$ cat config.mk
export PLATFORM = sky130hd
export DESIGN_NAME = pwm_chopper
export DESIGN_NICKNAME = d
export VERILOG_FILES = /design/src/rtl/chop_pkg.sv /design/src/rtl/chop_latch.sv /design/src/rtl/chop_blank.sv /design/src/rtl/chop_decay_sel.sv /design/src/rtl/chop_dead_leg.sv /design/src/rtl/pwm_chopper.sv
export SDC_FILE = /design/constraint.sdc
export NUM_CORES = 1
export LEC_CHECK = 0
export BUFFER_PORTS_ARGS = -buffer_cell sky130_fd_sc_hd__buf_2
export CAP_MARGIN = 15
export CORE_ASPECT_RATIO = 2
export CORE_MARGIN = 5
export CORE_UTILIZATION = 37
export CTS_BUF_LIST = sky130_fd_sc_hd__clkbuf_16
export DETAILED_ROUTE_END_ITERATION = 8
export HOLD_SLACK_MARGIN = 0.15
export PLACE_DENSITY_LB_ADDON = 0.05
export SKIP_LAST_GASP = 1
export SLEW_MARGIN = 20
export SYNTH_ARGS = -nofsm -noshare
export SYNTH_HDL_FRONTEND = slang
export SYNTH_SLANG_ARGS = --single-unit
$ cat constraint.sdc
create_clock -name clk -period 3.3 [get_ports clk]
set_input_delay 0.165 -clock clk [delete_from_list [all_inputs] [get_ports clk]]
set_output_delay 0.165 -clock clk [all_outputs]
set_load 0.05 [all_outputs]
$ cat src/rtl/chop_pkg.sv
package chop_pkg;
  localparam int CNT_W = 16;
  typedef logic [CNT_W-1:0] cnt_t;

  typedef enum logic {
    CH_DRIVE   = 1'b0,
    CH_RECIRC  = 1'b1
  } chop_st_t;

  // saturating increment of a cycle counter
  function automatic cnt_t sat_inc(input cnt_t v);
    return (v == '1) ? v : v + cnt_t'(1);
  endfunction

  // remaining blank count to load on the turn-on cycle itself
  function automatic cnt_t blank_load(input cnt_t len);
    return (len == '0) ? '0 : len - cnt_t'(1);
  endfunction

  // off-time ends when the remaining count is one or less
  function automatic logic off_done(input cnt_t left);
    return left <= cnt_t'(1);
  endfunction

  // a gate may be on next cycle: requested alone, partner off,
  // and either already on or the leg idle long enough
  function automatic logic leg_grant(input logic want, input logic want_other,
                                     input logic own_on, input logic other_on,
                                     input cnt_t idle, input cnt_t dead);
    return want && !want_other && !other_on && (own_on || idle >= dead);
  endfunction
endpackage

$ cat src/rtl/chop_latch.sv
module chop_latch
  import chop_pkg::*;
(
  input  logic clk,
  input  logic rst_n,
  input  logic pwm_in,
  input  logic trip_in,
  input  logic hs_on,
  input  logic blanking,
  input  cnt_t off_cyc,
  output logic src_en
);
  chop_st_t st;
  cnt_t     left;
  logic     trip_take;

  assign trip_take = trip_in && hs_on && !blanking && pwm_in && (st == CH_DRIVE);
  assign src_en    = (st == CH_DRIVE);

  always_ff @(posedge clk or negedge rst_n) begin
    if (!rst_n) begin
      st   <= CH_DRIVE;
      left <= '0;
    end else begin
      unique case (st)
        CH_DRIVE: begin
          if (trip_take) begin
            st   <= CH_RECIRC;
            left <= off_cyc;
          end
        end
        CH_RECIRC: begin
          if (off_done(left)) begin
            st   <= CH_DRIVE;
            left <= '0;
          end else begin
            left <= left - cnt_t'(1);
          end
        end
        default: st <= CH_DRIVE;
      endcase
    end
  end
endmodule

$ cat src/rtl/chop_blank.sv
module chop_blank
  import chop_pkg::*;
(
  input  logic clk,
  input  logic rst_n,
  input  logic hs_on,
  input  cnt_t blank_cyc,
  output logic blanking
);
  logic hs_prev;
  logic hs_rise;
  cnt_t cnt;

  assign hs_rise  = hs_on && !hs_prev;
  assign blanking = (hs_rise && blank_cyc != '0) || (cnt != '0);

  always_ff @(posedge clk or negedge rst_n) begin
    if (!rst_n) begin
      hs_prev <= 1'b0;
      cnt     <= '0;
    end else begin
      hs_prev <= hs_on;
      if (hs_rise)
        cnt <= blank_load(blank_cyc);
      else if (cnt != '0)
        cnt <= cnt - cnt_t'(1);
    end
  end
endmodule

$ cat src/rtl/chop_decay_sel.sv
module chop_decay_sel #(
  parameter int NPH = 3
) (
  input  logic [NPH-1:0] hi_sel,
  input  logic [NPH-1:0] lo_sel,
  input  logic           src_en,
  input  logic           pwm_in,
  input  logic           slow_decay,
  output logic [NPH-1:0] req_hi,
  output logic [NPH-1:0] req_lo
);
  logic drive;
  assign drive = src_en && pwm_in;

  for (genvar i = 0; i < NPH; i++) begin : g_ph
    always_comb begin
      if (drive) begin
        req_hi[i] = hi_sel[i];
        req_lo[i] = lo_sel[i];
      end else begin
        req_hi[i] = 1'b0;
        req_lo[i] = hi_sel[i] | (slow_decay & lo_sel[i]);
      end
    end
  end
endmodule

$ cat src/rtl/chop_dead_leg.sv
module chop_dead_leg
  import chop_pkg::*;
(
  input  logic clk,
  input  logic rst_n,
  input  logic req_hi,
  input  logic req_lo,
  input  cnt_t dead_cyc,
  output logic gh,
  output logic gl
);
  cnt_t idle;
  logic gh_n;
  logic gl_n;

  always_comb begin
    gh_n = leg_grant(req_hi, req_lo, gh, gl, idle, dead_cyc);
    gl_n = leg_grant(req_lo, req_hi, gl, gh, idle, dead_cyc);
  end

  always_ff @(posedge clk or negedge rst_n) begin
    if (!rst_n) begin
      gh   <= 1'b0;
      gl   <= 1'b0;
      idle <= '0;
    end else begin
      gh   <= gh_n;
      gl   <= gl_n;
      idle <= (gh_n || gl_n) ? '0 : sat_inc(idle);
    end
  end
endmodule

$ cat src/rtl/pwm_chopper.sv
module pwm_chopper
  import chop_pkg::*;
#(
  parameter int NPH = 3
) (
  input  logic           clk,
  input  logic           rst_n,
  input  logic [NPH-1:0] hi_sel,
  input  logic [NPH-1:0] lo_sel,
  input  logic           pwm_in,
  input  logic           slow_decay,
  input  logic           trip_in,
  input  logic [15:0]    dead_cyc,
  input  logic [15:0]    off_cyc,
  input  logic [15:0]    blank_cyc,
  output logic [NPH-1:0] gate_hi,
  output logic [NPH-1:0] gate_lo
);
  logic           hs_on;
  logic           blanking;
  logic           src_en;
  logic [NPH-1:0] req_hi;
  logic [NPH-1:0] req_lo;

  assign hs_on = |gate_hi;

  chop_blank u_blank (
    .clk       (clk),
    .rst_n     (rst_n),
    .hs_on     (hs_on),
    .blank_cyc (blank_cyc),
    .blanking  (blanking)
  );

  chop_latch u_latch (
    .clk      (clk),
    .rst_n    (rst_n),
    .pwm_in   (pwm_in),
    .trip_in  (trip_in),
    .hs_on    (hs_on),
    .blanking (blanking),
    .off_cyc  (off_cyc),
    .src_en   (src_en)
  );

  chop_decay_sel #(.NPH(NPH)) u_decay (
    .hi_sel     (hi_sel),
    .lo_sel     (lo_sel),
    .src_en     (src_en),
    .pwm_in     (pwm_in),
    .slow_decay (slow_decay),
    .req_hi     (req_hi),
    .req_lo     (req_lo)
  );

  for (genvar i = 0; i < NPH; i++) begin : g_leg
    chop_dead_leg u_leg (
      .clk      (clk),
      .rst_n    (rst_n),
      .req_hi   (req_hi[i]),
      .req_lo   (req_lo[i]),
      .dead_cyc (dead_cyc),
      .gh       (gate_hi[i]),
      .gl       (gate_lo[i])
    );
  end
endmodule

==> impl_table.tex <==
\begin{tabular}{lr}
\hline
Metric & Value \\
\hline
\multicolumn{2}{l}{\textbf{STA}} \\
\quad Relative slew slack & 0.386 \\
\quad Setup-failing EPs final & 0 \\
\quad Min Tclk post-route & roughly 2800 ps \\
\quad Worst-Margin Slew & 921 ps \\
\quad Max Clock Freq & 355 MHz \\
\quad Final-report hold violation count & 0 \\
\quad Final period utilization & 0.853 \\
\quad RSZ-0062 raised after global routing & no \\
\quad Max Transition Viols Final & 0 \\
\quad Worst setup skew after layout & a little over 9 ps \\
\quad Setup TNS & 0 ps \\
\multicolumn{2}{l}{\textbf{Final layout}} \\
\quad Count of antenna diodes in the layout & 0 \\
\quad Fill cell instance count of the final layout & $\sim$1.7k \\
\quad Fraction of layout instances using a drive strength above 1 & 0.139 \\
\quad Final layout net count & approximately 900 \\
\quad Core Util, Final & 0.433 \\
\quad Layout overhead on the synthesized area & 15.3\% \\
\multicolumn{2}{l}{\textbf{Synthesis}} \\
\quad Number of storage elements in the synthesis netlist & 88 \\
\quad Number of distinct library cell variants in the gate-level netlist after synthesis & 68 \\
\quad Number of flops mapped to enable cells by yosys & 0 \\
\quad Cell area after technology mapping & 0.00626 mm2 \\
\quad Most frequently used cell type in the post-synthesis netlist & dfrtp\_1 \\
\quad Most used standard cells in the synthesized netlist & dfrtp\_1 (88), nor2\_1 (86), ha\_1 (56) \\
\quad Library cell with the largest summed area after synthesis & dfrtp\_1 \\
\quad Top post-synthesis cells by area & dfrtp\_1 (35\%), ha\_1 (11\%), nor2\_1 (5.2\%) \\
\quad Mean instance size in the synthesized netlist & 8.90 um2 \\
\quad Ys flop type & dfrtp\_1 \\
\quad Seq/Total Area, Yosys & 0.352 \\
\quad Gate Count Post-Synth & slightly above 700 \\
\quad Async S/R FF share, synth & 1.00 \\
\quad Top-area cell type share of the netlist area & 0.352 \\
\quad Number of warnings printed during yosys synthesis & 0 \\
\quad Synth Net Count & roughly 820 \\
\multicolumn{2}{l}{\textbf{Drt}} \\
\quad DRC Markers & 0 \\
\quad Number of DRC markers after the initial detailed-route iteration & 143 \\
\quad Detail-routed net length per standard cell & between 15 and 20 um \\
\quad Via count of the routed design & around 5.5k \\
\quad Total wire length & between 15,000 and 20,000 um \\
\quad Via density & 5.59 \\
\quad Number of iterations in the first detailed-routing pass & 4 \\
\quad Remaining number of nets flagged by the antenna check after routing & 0 \\
\multicolumn{2}{l}{\textbf{CTS}} \\
\quad Root Buffer Master & clkbuf\_16 \\
\quad Clk\_lat worst skew & approximately 350 ps \\
\quad Num Clock Sinks & 88 \\
\quad Gates resized, CTS repair & 0 \\
\quad Clock buffers created by TritonCTS & 9 \\
\quad Clock input transition at the sequential cells of the worst setup and hold paths & 60 ps \\
\quad Maximum clock insertion buffer count & 2 \\
\quad Number of levels the H-tree was split into & 3 \\
\quad Clock tree from TritonCTS & built \\
\multicolumn{2}{l}{\textbf{Setup path}} \\
\quad Data arrival at the endpoint of the critical path & 3040 ps \\
\quad Required time worst endpoint & about 3500 ps \\
\quad Nature of the critical path startpoint & register \\
\quad CP bufs+invs & 1 \\
\quad Worst setup path class & reg -> reg \\
\quad Standard cell with the maximum stage delay on the critical path & a2111oi\_0 \\
\quad Critical Path, Cell by Cell & ha\_1 > nand4\_1 > or3\_1 > a2111oi\_0 > o31a\_1 > o21bai\_2 > buf\_4 > nor3\_1 \\
\quad Cell family with most CP delay & compound AO/OA/AOI/OAI gates \\
\quad Kind of capture point of the worst setup path & register \\
\quad Crit-path max cell delay & a little over 600 ps \\
\quad Max FO, Critical Path & 16 \\
\multicolumn{2}{l}{\textbf{Placed design}} \\
\quad Port Buf Inserts & 64 \\
\quad Half-perimeter wire length after placement & approximately 14,000 um \\
\quad Gpl congestion & around 0.88 \\
\multicolumn{2}{l}{\textbf{Die}} \\
\quad Die height & just under 200 um \\
\quad Number of top-level pins & 65 \\
\quad Die area & approximately 0.020 mm2 \\
\quad Core Footprint & between 0.015 and 0.02 mm2 \\
\quad Number of placement rows & between 60 and 70 \\
\quad Starting Density & 0.375 \\
\quad Die extent in x & 102 um \\
\multicolumn{2}{l}{\textbf{GRT}} \\
\quad Overflow after GRT & 0 \\
\quad Total global-route track usage & 0.191 \\
\quad Initial antenna violation count & 0 \\
\quad Global-route wire length before repair & between 20,000 and 30,000 um \\
\quad Largest net degree at the start of global routing & just under 70 \\
\quad Via count of the first global-routing pass & 5,811 \\
\multicolumn{2}{l}{\textbf{Worst hold path}} \\
\quad HP Class & in -> reg \\
\multicolumn{2}{l}{\textbf{Power and ir drop}} \\
\quad Pwr Density & $\sim$500 mW/mm2 \\
\quad Maximum ir drop on the vdd rail & roughly 0.28 mV \\
\quad Leakage Power & 0.00314 uW \\
\multicolumn{2}{l}{\textbf{Run}} \\
\quad Total of max-cap violations & 0 \\
\multicolumn{2}{l}{\textbf{Status}} \\
\quad Result of the run & finished, final reports clean \\
\hline
\end{tabular}
==> final cells by class <==
type	instances	area, um2	share of cell area
multi-input combinational	555	3780	0.523
sequential	88	2200	0.305
timing repair buffer	90	553	0.0766
tap	207	259	0.0359
clock buffer	9	225	0.0312
inverter	36	135	0.0187
clock inverter	7	72.6	0.0100
==> where the power goes <==
| part | internal (uW) | leakage, uW | switching (uW) |
|---|---|---|---|
| clock | 587 | 0.000141 | 454 |
| sequential | 1290 | 0.00108 | 311 |
| combinational | 438 | 0.00192 | 529 |
==> cell families after synthesis <==
family,after synthesis,synth area share
compound gates,138,0.151
simple gates,301,0.255
mux,6,0.00959
flops,88,0.352
fa+ha+maj,56,0.112
buf+inv,61,0.0455
xor+xnor,54,0.0755
==> flip-flops by register name (all words and copies together) (netlist names) <==
register / flops
g_leg.u_leg.idle: 48
g_leg.u_leg.gl: 3
u_blank.hs_prev: 1
u_blank.cnt: 16
u_latch.st: 1
u_latch.left: 16
g_leg.u_leg.gh: 3
==> cell usage in the layout (no fill, tap or decap), types with 8 or more instances in the layout <==
master          n
dfrtp_1        88
nor2_1         86
buf_2          63
ha_1           56
nand2_1        41
a21oi_1        38
inv_1          35
nand3_1        30
nor3_1         30
xor2_1         29
xnor2_1        25
nand4_1        22
o21ai_0        19
dlygate4sd3_1  14
and2_1         13
o22ai_1        13
buf_4          13
nor4_1         10
clkbuf_16       9
nand2b_1        8
nor2b_1         8
or3_1           8
or4_1           8
==> metal layers <==
metal,vias to the layer above,global-route usage,wire length [um]
li1,2727,-,-
met1,2653,0.201,6960
met2,131,0.358,9940
met3,32,0.0299,738
met4,0,0.0837,575
met5,-,0,0
==> path summary, 6_finish.rpt <==
kind	startpoint	endpoint	slack, ps	cells after the start
setup / recovery	g_leg[0].u_leg.idle[15]$_DFFE_PN0P_	g_leg[0].u_leg.idle[12]$_DFFE_PN0P_	480	8
hold / removal	off_cyc[8]	u_latch.left[8]$_DFFE_PN0P_	160	3
setup reg to reg	g_leg[0].u_leg.idle[15]$_DFFE_PN0P_	g_leg[0].u_leg.idle[12]$_DFFE_PN0P_	480	8
hold reg to reg	u_latch.left[7]$_DFFE_PN0P_	u_latch.left[7]$_DFFE_PN0P_	520	1
max in group asynchronous	rst_n	g_leg[2].u_leg.idle[1]$_DFFE_PN0P_	2080	3
min in group asynchronous	rst_n	u_blank.cnt[8]$_DFFE_PN0P_	460	2
==> timing repair <==
action	in CTS	in global routing
hold buffers	14	0
buffers inserted	0	0
endpoints found under the hold margin	79	0
==> through the flow <==
stage          hold WS [ps]  power [uW]  worst slack, ps  instance area [um2]  cells
5_1_grt                 167        3870              292                 7220    992
3_3_place_gp            339        2540              527                 6790    962
2_1_floorplan          -131        2220              945                 6260    704
3_5_place_dp            356        2580              480                 6790    962
4_1_cts                 151        3660              454                 7220    992
6_report                157        3610              485                 7220    992
==> tightest hold or removal path, cell delays in order <==
cell and delay [ps]:
buf_2 70, a22oi_1 70, o2bb2ai_1 150
No activity file was read; power rests on OpenSTA's default activity.
